==> src/rtl/tps_pkg.sv <==
`timescale 1ns/1ps
package tps_pkg;

    typedef enum logic [1:0] {
        OP_MOVE     = 2'd0,
        OP_SHIFT_IR = 2'd1,
        OP_SHIFT_DR = 2'd2,
        OP_EXIT     = 2'd3
    } tps_op_e;

    typedef enum logic [1:0] {
        TGT_IDLE     = 2'd0,
        TGT_PAUSE_IR = 2'd1,
        TGT_PAUSE_DR = 2'd2,
        TGT_BAD      = 2'd3
    } tps_tgt_e;

    typedef enum logic [2:0] {
        POS_IDLE     = 3'd0,
        POS_PAUSE_IR = 3'd1,
        POS_PAUSE_DR = 3'd2,
        POS_SHIFT_IR = 3'd3,
        POS_SHIFT_DR = 3'd4
    } tps_pos_e;

    // Longest path is 7 bits; patterns are stored first-bit-in-LSB.
    localparam int PAT_W  = 8;
    localparam int LEN_W  = 4;
    localparam int PAT_IW = $clog2(PAT_W);

    typedef struct packed {
        logic             ok;
        logic [LEN_W-1:0] len;
        logic [PAT_W-1:0] pat;
        tps_pos_e         next;
    } tps_path_t;

endpackage

==> src/rtl/tps_path_rom.sv <==
`timescale 1ns/1ps
module tps_path_rom
    import tps_pkg::*;
(
    input  logic [1:0] op,
    input  logic [2:0] start,
    input  logic [1:0] tgt,
    output tps_path_t  path
);

    logic from_idle;
    logic from_pause;
    logic from_shift;

    assign from_idle  = (start == POS_IDLE);
    assign from_pause = (start == POS_PAUSE_IR) || (start == POS_PAUSE_DR);
    assign from_shift = (start == POS_SHIFT_IR) || (start == POS_SHIFT_DR);

    always_comb begin
        path      = '0;
        path.next = POS_IDLE;
        unique case (op)
            OP_MOVE: begin
                unique case (tgt)
                    TGT_IDLE: begin
                        path.next = POS_IDLE;
                        if (from_idle) begin
                            path.ok = 1'b1; path.len = 4'd1; path.pat = 8'b0000_0000;
                        end else if (from_pause) begin
                            path.ok = 1'b1; path.len = 4'd3; path.pat = 8'b0000_0011;
                        end
                    end
                    TGT_PAUSE_IR: begin
                        path.next = POS_PAUSE_IR;
                        if (from_idle) begin
                            path.ok = 1'b1; path.len = 4'd5; path.pat = 8'b0000_1011;
                        end else if (from_pause) begin
                            path.ok = 1'b1; path.len = 4'd7; path.pat = 8'b0010_1111;
                        end
                    end
                    TGT_PAUSE_DR: begin
                        path.next = POS_PAUSE_DR;
                        if (from_idle) begin
                            path.ok = 1'b1; path.len = 4'd4; path.pat = 8'b0000_0101;
                        end else if (from_pause) begin
                            path.ok = 1'b1; path.len = 4'd6; path.pat = 8'b0001_0111;
                        end
                    end
                    default: path.ok = 1'b0;
                endcase
            end
            OP_SHIFT_IR: begin
                path.next = POS_SHIFT_IR;
                if (from_idle) begin
                    path.ok = 1'b1; path.len = 4'd4; path.pat = 8'b0000_0011;
                end else if (from_pause) begin
                    path.ok = 1'b1; path.len = 4'd6; path.pat = 8'b0000_1111;
                end
            end
            OP_SHIFT_DR: begin
                path.next = POS_SHIFT_DR;
                if (from_idle) begin
                    path.ok = 1'b1; path.len = 4'd3; path.pat = 8'b0000_0001;
                end else if (from_pause) begin
                    path.ok = 1'b1; path.len = 4'd5; path.pat = 8'b0000_0111;
                end
            end
            OP_EXIT: begin
                if (from_shift) begin
                    unique case (tgt)
                        TGT_IDLE: begin
                            path.ok = 1'b1; path.len = 4'd4; path.pat = 8'b0000_0110;
                            path.next = POS_IDLE;
                        end
                        TGT_PAUSE_IR, TGT_PAUSE_DR: begin
                            path.ok = 1'b1; path.len = 4'd1; path.pat = 8'b0000_0000;
                            path.next = (start == POS_SHIFT_IR) ? POS_PAUSE_IR : POS_PAUSE_DR;
                        end
                        default: path.ok = 1'b0;
                    endcase
                end
            end
            default: path.ok = 1'b0;
        endcase
    end

endmodule

==> src/rtl/tps_tck_gen.sv <==
`timescale 1ns/1ps
module tps_tck_gen (
    input  logic clk,
    input  logic rst_n,
    input  logic tick,
    input  logic bit_go,
    input  logic bit_tms,
    output logic tck,
    output logic tms,
    output logic bit_free,
    output logic bit_end
);

    typedef enum logic [1:0] {PH_FREE, PH_LOW, PH_HIGH} ph_e;

    ph_e  ph_q, ph_d;
    logic tck_q, tms_q;

    always_comb begin
        ph_d = ph_q;
        unique case (ph_q)
            PH_FREE: if (bit_go) ph_d = PH_LOW;   // GO
            PH_LOW:  if (tick)   ph_d = PH_HIGH;  // RISE
            PH_HIGH: if (tick)   ph_d = PH_FREE;  // FALL
            default: ph_d = PH_FREE;
        endcase
    end

    always_ff @(posedge clk or negedge rst_n) begin
        if (!rst_n) ph_q <= PH_FREE;
        else        ph_q <= ph_d;
    end

    always_ff @(posedge clk or negedge rst_n) begin
        if (!rst_n) begin
            tck_q <= 1'b0;
            tms_q <= 1'b0;
        end else begin
            if (ph_q == PH_FREE && bit_go) tms_q <= bit_tms;
            if (ph_q == PH_LOW  && tick)   tck_q <= 1'b1;
            if (ph_q == PH_HIGH && tick)   tck_q <= 1'b0;
        end
    end

    assign tck      = tck_q;
    assign tms      = tms_q;
    assign bit_free = (ph_q == PH_FREE);
    assign bit_end  = (ph_q == PH_HIGH) && tick;

endmodule

==> src/rtl/tps_ctrl.sv <==
`timescale 1ns/1ps
module tps_ctrl
    import tps_pkg::*;
#(
    parameter int RESET_CLKS = 10,
    parameter int IDLE_W     = 8
) (
    input  logic              clk,
    input  logic              rst_n,
    input  logic              req_valid,
    output logic              req_ready,
    input  logic [1:0]        req_op,
    input  logic [1:0]        req_target,
    input  logic              req_reset,
    input  logic [IDLE_W-1:0] req_idle_clks,
    input  tps_path_t         path,
    output logic [1:0]        rom_op,
    output logic [2:0]        rom_start,
    output logic [1:0]        rom_tgt,
    input  logic              bit_free,
    input  logic              bit_end,
    output logic              bit_go,
    output logic              bit_tms,
    output logic              done,
    output logic              err,
    output logic [2:0]        tap_pos
);

    localparam int RST_W = $clog2(RESET_CLKS + 1);
    localparam int CW0   = (IDLE_W > RST_W) ? IDLE_W : RST_W;
    localparam int CNT_W = (CW0 > LEN_W) ? CW0 : LEN_W;

    typedef enum logic [2:0] {S_IDLE, S_BURST, S_PATH, S_EXTRA, S_DONE} st_e;

    st_e               st_q, st_d;
    logic [1:0]        op_q, tgt_q;
    tps_pos_e          start_q, pos_q, eff_start;
    logic [IDLE_W-1:0] idle_q;
    logic [CNT_W-1:0]  cnt_q;
    logic              err_q;
    logic              use_burst;
    logic              seg_last;

    assign use_burst = req_reset && (req_op != OP_EXIT);
    assign eff_start = use_burst ? POS_IDLE : pos_q;

    // ROM sees the live request while waiting, the latched one afterwards
    assign rom_op    = (st_q == S_IDLE) ? req_op     : op_q;
    assign rom_start = (st_q == S_IDLE) ? eff_start  : start_q;
    assign rom_tgt   = (st_q == S_IDLE) ? req_target : tgt_q;

    always_comb begin
        seg_last = 1'b0;
        unique case (st_q)
            S_BURST: seg_last = (cnt_q + 1'b1) == CNT_W'(RESET_CLKS);
            S_PATH:  seg_last = (cnt_q + 1'b1) == CNT_W'(path.len);
            S_EXTRA: seg_last = (cnt_q + 1'b1) == CNT_W'(idle_q);
            default: seg_last = 1'b0;
        endcase
    end

    always_comb begin
        st_d = st_q;
        unique case (st_q)
            S_IDLE: if (req_valid) begin                         // ACCEPT
                if (!path.ok)       st_d = S_DONE;
                else if (use_burst) st_d = S_BURST;
                else                st_d = S_PATH;
            end
            S_BURST: if (bit_end && seg_last) st_d = S_PATH;     // BURST_END
            S_PATH:  if (bit_end && seg_last)                    // PATH_END
                st_d = (op_q == OP_MOVE && idle_q != '0) ? S_EXTRA : S_DONE;
            S_EXTRA: if (bit_end && seg_last) st_d = S_DONE;     // EXTRA_END
            S_DONE:  st_d = S_IDLE;                              // COMMIT
            default: st_d = S_IDLE;
        endcase
    end

    always_ff @(posedge clk or negedge rst_n) begin
        if (!rst_n) st_q <= S_IDLE;
        else        st_q <= st_d;
    end

    always_ff @(posedge clk or negedge rst_n) begin
        if (!rst_n) begin
            op_q    <= '0;
            tgt_q   <= '0;
            start_q <= POS_IDLE;
            idle_q  <= '0;
            cnt_q   <= '0;
            err_q   <= 1'b0;
            pos_q   <= POS_IDLE;
        end else begin
            unique case (st_q)
                S_IDLE: if (req_valid) begin
                    op_q    <= req_op;
                    tgt_q   <= req_target;
                    start_q <= eff_start;
                    idle_q  <= req_idle_clks;
                    cnt_q   <= '0;
                    err_q   <= !path.ok;
                end
                S_BURST, S_PATH, S_EXTRA: if (bit_end) begin
                    cnt_q <= seg_last ? '0 : cnt_q + 1'b1;
                end
                S_DONE: if (!err_q) pos_q <= path.next;
                default: ;
            endcase
        end
    end

    always_comb begin
        bit_tms = 1'b0;
        unique case (st_q)
            S_BURST: bit_tms = 1'b1;
            S_PATH:  bit_tms = path.pat[cnt_q[PAT_IW-1:0]];
            default: bit_tms = 1'b0;
        endcase
    end

    assign bit_go    = ((st_q == S_BURST) || (st_q == S_PATH) || (st_q == S_EXTRA)) && bit_free;
    assign req_ready = (st_q == S_IDLE);
    assign done      = (st_q == S_DONE);
    assign err       = (st_q == S_DONE) && err_q;
    assign tap_pos   = pos_q;

endmodule

==> src/rtl/tap_path_seq.sv <==
`timescale 1ns/1ps
module tap_path_seq
    import tps_pkg::*;
#(
    parameter int RESET_CLKS = 10,
    parameter int IDLE_W     = 8
) (
    input  logic              clk,
    input  logic              rst_n,
    input  logic              tick,
    input  logic              req_valid,
    output logic              req_ready,
    input  logic [1:0]        req_op,
    input  logic [1:0]        req_target,
    input  logic              req_reset,
    input  logic [IDLE_W-1:0] req_idle_clks,
    output logic              tck,
    output logic              tms,
    output logic              tdi,
    output logic              done,
    output logic              err,
    output logic [2:0]        tap_pos
);

    tps_path_t  path;
    logic [1:0] rom_op, rom_tgt;
    logic [2:0] rom_start;
    logic       bit_free, bit_end, bit_go, bit_tms;

    tps_path_rom u_rom (
        .op    (rom_op),
        .start (rom_start),
        .tgt   (rom_tgt),
        .path  (path)
    );

    tps_ctrl #(
        .RESET_CLKS (RESET_CLKS),
        .IDLE_W     (IDLE_W)
    ) u_ctrl (
        .clk           (clk),
        .rst_n         (rst_n),
        .req_valid     (req_valid),
        .req_ready     (req_ready),
        .req_op        (req_op),
        .req_target    (req_target),
        .req_reset     (req_reset),
        .req_idle_clks (req_idle_clks),
        .path          (path),
        .rom_op        (rom_op),
        .rom_start     (rom_start),
        .rom_tgt       (rom_tgt),
        .bit_free      (bit_free),
        .bit_end       (bit_end),
        .bit_go        (bit_go),
        .bit_tms       (bit_tms),
        .done          (done),
        .err           (err),
        .tap_pos       (tap_pos)
    );

    tps_tck_gen u_tck (
        .clk      (clk),
        .rst_n    (rst_n),
        .tick     (tick),
        .bit_go   (bit_go),
        .bit_tms  (bit_tms),
        .tck      (tck),
        .tms      (tms),
        .bit_free (bit_free),
        .bit_end  (bit_end)
    );

    assign tdi = 1'b0;

endmodule

==> config.mk <==
export PLATFORM = sky130hd
export DESIGN_NAME = tap_path_seq
export DESIGN_NICKNAME = d
export VERILOG_FILES = /design/src/rtl/tps_pkg.sv /design/src/rtl/tps_path_rom.sv /design/src/rtl/tps_tck_gen.sv /design/src/rtl/tps_ctrl.sv /design/src/rtl/tap_path_seq.sv
export SDC_FILE = /design/constraint.sdc
export NUM_CORES = 1
export LEC_CHECK = 0
export CAP_MARGIN = 20
export CORE_UTILIZATION = 60
export CTS_BUF_LIST = sky130_fd_sc_hd__clkbuf_2 sky130_fd_sc_hd__clkbuf_4 sky130_fd_sc_hd__clkbuf_8
export DETAILED_ROUTE_END_ITERATION = 12
export DONT_BUFFER_PORTS = 1
export PLACE_DENSITY = 0.84
export SYNTH_ARGS = -nofsm -noshare
export SYNTH_HDL_FRONTEND = slang
export SYNTH_SLANG_ARGS = --single-unit
==> constraint.sdc <==
create_clock -name clk -period 4.1 [get_ports clk]
set_input_delay 0.41 -clock clk [delete_from_list [all_inputs] [get_ports clk]]
set_output_delay 0.41 -clock clk [all_outputs]
set_load 0.02 [all_outputs]
# After elaboration in Yosys (flattened, before gate mapping)

Cells that the tools add are included.

Flip-flop bits (word level): 34
Input bits: 17
Output and inout bits: 9
Word-level logic and storage cells: 114

$add $sub $neg: 1
$lt $le $gt $ge: 1
Equality and inequality tests: 27
Mux-type cells: 43
Bitwise gates (word level): 1
Reductions and logical operators: 30

Operator list:

| cell                | number |
|---|---|
| $mux 13             | 10 |
| $pmux 16 s4         | 1 |
| $pmux 15 s3         | 1 |
| $pmux 14 s2         | 1 |
| $mux 3              | 8 |
| $mux 8              | 3 |
| $mux 16             | 1 |
| $pmux 8 s2          | 1 |
| $mux 2              | 7 |
| $eq 3x2->1 const B  | 4 |
| $pmux 3 s4          | 1 |
| $ne 2x1->1 const B  | 5 |
| $add 8x1->8 const B | 1 |
| $eq 2x2->1 const B  | 4 |
| $eq 8x4->1          | 1 |
| $eq 8x4->1 const B  | 1 |
| $eq 8x8->1          | 1 |
| $logic_and 1x1->1   | 8 |
| $logic_not 2->1     | 4 |
| $ne 2x2->1 const B  | 4 |
| $reduce_bool 8->1   | 1 |
| $eq 2x1->1 const B  | 3 |
| $eq 3x1->1 const B  | 2 |
| $eq 3x3->1 const B  | 2 |
| 16 further kinds    | 28 |

# Longest topological paths before layout

Word-level depth: 15
Depth in mapped cells: 16
Mapped depth without buffers: 14

# Modules after synthesis

From an unflattened synthesis, not the netlist that was laid out.

Cells, all modules: 306
Area total of the unflattened synthesis: 2641.3 sq um

By module, submodules not included:

| module       | instances | cells each | area each (sq um) | sequential area each (sq um) |
|---|---|---|---|---|
| tps_ctrl     | 1         | 210        | 1944.4            | 750.7 |
| tps_path_rom | 1         | 75         | 499.2             | 0.0 |
| tps_tck_gen  | 1         | 19         | 186.4             | 100.1 |
| tap_path_seq | 1         | 2          | 11.3              | 0.0 |

# Worst setup path after synthesis

OpenSTA, ideal clock, no wires.

Kind: register -> register
Start point: register u_ctrl.st_q[2]
End point: register u_ctrl.st_q[1]
Setup time: 0.131 ns
Arrival time: 3.711 ns
Data required time: 3.969 ns
Setup slack: 0.258 ns
Cell stages (with the launch flop): 15
Buffers on the path: 2
Clock period less this slack: 3.842 ns
Cell sequence: dfrtp_1 > or3_1 > buf_6 > clkinv_8 > clkbuf_1 > mux2i_1 > inv_1 > ha_1 > or2_2 > a31oi_2 > o21ai_0 > o311a_1 > or4_4 > nor4_2 > a211oi_1

Cells in the longest elaborated chain, start to end: 13
Elaborated cells on any way between the ends: 50
Those cells by class: 17 x eq/ne; 23 x mux; 10 x reduce/logical

Ends and longest elaborated chain:

| what                                     | RTL line                                                   | text |
|---|---|---|
| start, declared                          | tps_ctrl.sv:35                                             | `st_e st_q, st_d;` |
| start signal, assigned                   | tps_ctrl.sv:81                                             | `else st_q <= st_d;` |
| $logic_not 3->1 (*)                      | -                                                          |  |
| net req_ready                            | tap_path_seq.sv:12                                         | `output logic req_ready,` |
| $mux 3                                   | tps_ctrl.sv:49                                             | `assign rom_start = (st_q == S_IDLE) ? eff_start : start_q;` |
| $eq 3x1->1 or $eq 3x2->1 (tied branches) | tps_path_rom.sv:16                                         | `assign from_pause = (start == POS_PAUSE_IR) \|\| (start == POS_PAUSE_DR);` |
| $logic_or 1x1->1                         | tps_path_rom.sv:16                                         |  |
| $mux 13, on equally long branches        | tps_path_rom.sv:37, tps_path_rom.sv:29, tps_path_rom.sv:45 |  |
| $mux 13, on equally long branches        | tps_path_rom.sv:35, tps_path_rom.sv:27, tps_path_rom.sv:43 |  |
| $pmux 15 s3                              | tps_path_rom.sv:24                                         | `unique case (tgt)` |
| $pmux 16 s4                              | tps_path_rom.sv:22                                         | `unique case (op)` |
| $eq 8x4->1                               | tps_ctrl.sv:56                                             | `S_PATH: seg_last = (cnt_q + 1'b1) == CNT_W'(path.len);` |
| $pmux 1 s3                               | tps_ctrl.sv:54                                             | `unique case (st_q)` |
| $logic_and 1x1->1                        | tps_ctrl.sv:70, tps_ctrl.sv:71, tps_ctrl.sv:73             |  |
| $ne 2x1->1 (no line)                     | -                                                          |  |
| $reduce_and 4->1 (no line)               | -                                                          |  |

The timed path passes the listed nets; every way through them passes the cells marked *. The select of a mux whose other input is x is not followed.
A chain may end at the register's enable or synchronous reset.

# Worst setup path in the final report

Start point: register u_ctrl.st_q[2]
End point: register u_ctrl.cnt_q[4]

Cells in the longest elaborated chain, start to end: 13
Elaborated cells on any way between the ends: 46
Those cells by class: 15 x eq/ne; 21 x mux; 10 x reduce/logical

Ends and longest elaborated chain:

| what                                     | RTL line                                                   | text |
|---|---|---|
| $logic_not 3->1 (*)                      | -                                                          |  |
| net req_ready                            | tap_path_seq.sv:12                                         |  |
| $mux 3                                   | tps_ctrl.sv:49                                             |  |
| $eq 3x1->1 or $eq 3x2->1 (tied branches) | tps_path_rom.sv:16                                         |  |
| $logic_or 1x1->1                         | tps_path_rom.sv:16                                         |  |
| $mux 13, on equally long branches        | tps_path_rom.sv:37, tps_path_rom.sv:29, tps_path_rom.sv:45 |  |
| $mux 13, on equally long branches        | tps_path_rom.sv:35, tps_path_rom.sv:27, tps_path_rom.sv:43 |  |
| $pmux 15 s3                              | tps_path_rom.sv:24                                         |  |
| $pmux 16 s4                              | tps_path_rom.sv:22                                         |  |
| $eq 8x4->1                               | tps_ctrl.sv:56                                             |  |
| $pmux 1 s3                               | tps_ctrl.sv:54                                             |  |
| $mux 8                                   | tps_ctrl.sv:104                                            | `cnt_q <= seg_last ? '0 : cnt_q + 1'b1;` |
| $mux 8                                   | tps_ctrl.sv:103                                            | `S_BURST, S_PATH, S_EXTRA: if (bit_end) begin` |
| $pmux 8 s2                               | tps_ctrl.sv:94                                             | `unique case (st_q)` |
| end signal, assigned                     | tps_ctrl.sv:104                                            |  |
| end, declared                            | tps_ctrl.sv:39                                             | `logic [CNT_W-1:0] cnt_q;` |

Marked as above.

==> flow_metrics.env <==
export IMPL_areaGrowthSynthToFinish_pct=5.50
export IMPL_start_kind="flop"
export IMPL_cts_buffer_depth=2
export IMPL_grt_max_degree=35
export IMPL_cts_htree_levels=2
export IMPL_cts_setup_buffers=0
export IMPL_crit_chain="or3_1 -> clkinv_8 -> mux2i_1 -> inv_1 -> ha_1 -> or2_2 -> a31oi_2 -> o21ai_0 -> o311a_1 -> or4_4 -> nor3_2 -> nor3_1"
export IMPL_grt_setup_unrepaired="no"
export IMPL_vdd_drop_max_v=0.000259
export IMPL_post_cts_resized=0
export IMPL_period_share=0.935
export IMPL_drt_iter0_drc=262
export IMPL_p_per_area_nw_per_um2=516
export IMPL_ys_seq_area_frac=0.309
export IMPL_relSlewSlack=0.455
export IMPL_num_io_pins=26
export IMPL_rr_worst_depth=12
export IMPL_clock_sinks=34
export IMPL_ys_async_sr_fraction=1.00
export IMPL_grt_total_usage=0.312
export IMPL_leakagePower_nw=1.25
export IMPL_io_buffers=0
export IMPL_nets=379
export IMPL_dp_hpwl_um=5230
export IMPL_final_area_um2=2910
export IMPL_regToRegSetupSlack_ps=270
export IMPL_rows=24
export IMPL_clkLatencyLatePin_ps=290
export IMPL_drv_slew=0
export IMPL_place_gp_congestion=0.912
export IMPL_hold_viol=0
export IMPL_route_detailed_drc=0
export IMPL_cp_data_required_time_ps=4250
export IMPL_fp_dieW_um=69.8
export IMPL_reg2reg_from="u_ctrl.st_q[2]"
export IMPL_antenna_found_initial=0
export IMPL_n_antenna_cell=0
export IMPL_slowest_stage="or4_4"
export IMPL_yosysWarnings=0
export IMPL_period_minus_slack_ps=3830
export IMPL_skew_ps=4.73
export IMPL_drt_pass1_iter_count=5
export IMPL_avgSynthCellArea_um2=7.67
export IMPL_worstHoldStart="req_idle_clks[7]"
export IMPL_start_util=0.628
export IMPL_tightest_slew_ps=808
export IMPL_via_per_inst=6.38
export IMPL_fmax_ghz=0.261
export IMPL_tns_ps=0
export IMPL_tritoncts="done"
export IMPL_path_clk_slew_ps=70
export IMPL_regToRegEndpoint="u_ctrl.cnt_q[4]"
export IMPL_ys_ff_latch=34
export IMPL_cts_made_buffers=5
export IMPL_slowest_delay_ps=590
export IMPL_cap_violations=0
export IMPL_cts_root_buf="clkbuf_8"
export IMPL_hold_depth=2
export IMPL_synth_fp_nets=383
export IMPL_grt_pass1_wl_um=11900
export IMPL_dpl_worst_slack_ps=342
export IMPL_hp_class="in -> reg"
export IMPL_synth_distinct_cells=67
export IMPL_core_um2=4380
export IMPL_overflow=0
export IMPL_drtAntennaViolNets=0
export IMPL_status="complete, no violations"
export IMPL_placed_area_um2=2760
export IMPL_synth_cells=359
export IMPL_postLayoutSetupSlackWorst_ps=268
export IMPL_crit_type="reg -> reg"
export IMPL_fp_dieH_um=69.8
export IMPL_worst_setup_path_end_kind="flop"
export IMPL_syn_area_um2=2750
export IMPL_wl_per_cell_um=17.4
export IMPL_vias=2602
export IMPL_crit_arrival_ps=3980
export IMPL_holdPathEnd="u_ctrl.idle_q[7]"
export IMPL_drive_gt1_frac=0.0955
export IMPL_dieArea_um2=4870
export IMPL_setup_violations=0
export IMPL_cp_num_buf_inv=2
export IMPL_grt_pass1_vias=2481
export IMPL_routed_wirelength_um=7110
export IMPL_crit_family="simple AND/OR/NAND/NOR gates"
export IMPL_synth_edf_count=0
export IMPL_synth_ff_type="dfrtp_1"
export IMPL_path_max_fanout=19
==> routing by layer <==
metal	vias up	global-route usage	wire [µm]
met3	14	0.0509	456
met1	1230	0.420	3070
met5	-	0	0
li1	1255	-	-
met2	103	0.496	3460
met4	0	0.138	132
==> worst reg2reg max path: stages (launching register included) <==
cell      delay (ps)
dfrtp_1          410
or3_1            500
clkinv_8         160
mux2i_1          410
inv_1            150
ha_1             280
or2_2            340
a31oi_2          220
o21ai_0          110
o311a_1          150
or4_4            590
nor3_2           280
nor3_1            90
==> metrics by stage <==
| step | hold slack (ps) | util | cells | power, W |
|---|---|---|---|---|
| 2_1_floorplan | 114 | - | 359 | 0.00101 |
| 3_3_place_gp | 115 | 0.630 | 398 | 0.00115 |
| 3_5_place_dp | 115 | 0.630 | 398 | 0.00116 |
| 4_1_cts | 219 | 0.663 | 408 | 0.00149 |
| 5_1_grt | 219 | 0.663 | 408 | 0.00160 |
| 6_report | 222 | 0.663 | 408 | 0.00150 |
==> cells in the final DEF, fill, tap and decap left out, types with 10 or more instances in the layout <==
cell type and n:
dfrtp_1 34, o21ai_0 17, nor3_1 11, nand2_1 83, nand3_1 10, nor2_1 29, inv_1 11, a21oi_1 22
==> cell usage after synthesis (10+ instances only) <==
cell      count  area share
a21oi_1      22       0.040
clkbuf_1     12       0.016
dfrtp_1      34        0.31
inv_1        11       0.015
nand2_1      83        0.11
nand3_1      10       0.018
nor2_1       29       0.040
nor3_1       11       0.020
o21ai_0      17       0.031
==> cells by family after synthesis <==
family | after synthesis | share of synthesized area
and+or+nand+nor | 185 | 0.332
xor gates and xnor gates | 13 | 0.0491
buffers and inverters | 30 | 0.0554
AOI/OAI and AO/OA | 84 | 0.203
DFF | 34 | 0.309
other | 1 | 0.00136
muxes | 5 | 0.0186
adders and majority gates | 7 | 0.0318
==> report_power, final <==
part           switching [W]  leakage, nW  total (W)  internal (W)
Sequential          0.000128        0.429   0.000534      0.000406
Clock               0.000129       0.0548   0.000317      0.000188
Combinational       0.000391        0.761   0.000648      0.000257
Total               0.000648         1.25    0.00150      0.000851
==> area by class of cell <==
cell class                 count  area (µm²)
multi-input combinational    295        1750
fill                         403        1480
sequential                    34         851
clock buffer                   6        76.3
timing repair buffer           7        67.6
tap                           52        65.1
inverter                      12        57.6
clock inverter                 2        37.5
==> how the worst max path moves through the flow <==
stage,startpoint,to,cells past startpoint
finish,u_ctrl.st_q[2],u_ctrl.cnt_q[4],12
global route,u_ctrl.st_q[2],u_ctrl.cnt_q[4],12
CTS,u_ctrl.st_q[2],u_ctrl.cnt_q[4],12
detailed placement,u_ctrl.st_q[2],u_ctrl.cnt_q[4],12
global placement,u_ctrl.st_q[2],u_ctrl.st_q[0],12
floorplan,u_ctrl.st_q[2],u_ctrl.st_q[1],14
==> sequential cells by signal, indices dropped and copies added, names as in the netlist <==
| name | cells |
|---|---|
| u_ctrl.tgt_q | 2 |
| u_tck.tck | 1 |
| u_ctrl.start_q | 3 |
| u_tck.ph_q | 2 |
| u_tck.tms | 1 |
| u_ctrl.tap_pos | 3 |
| u_ctrl.st_q | 3 |
| u_ctrl.op_q | 2 |
| u_ctrl.cnt_q | 8 |
| u_ctrl.err_q | 1 |
| u_ctrl.idle_q | 8 |
==> timing repair <==
item | 4_1_cts | 5_1_grt
hold buffers | 2 | 0
endpoints found under the setup margin | 0 | 0
hold endpoints to repair | 34 | 0
No activity file was read; power rests on OpenSTA's default activity.
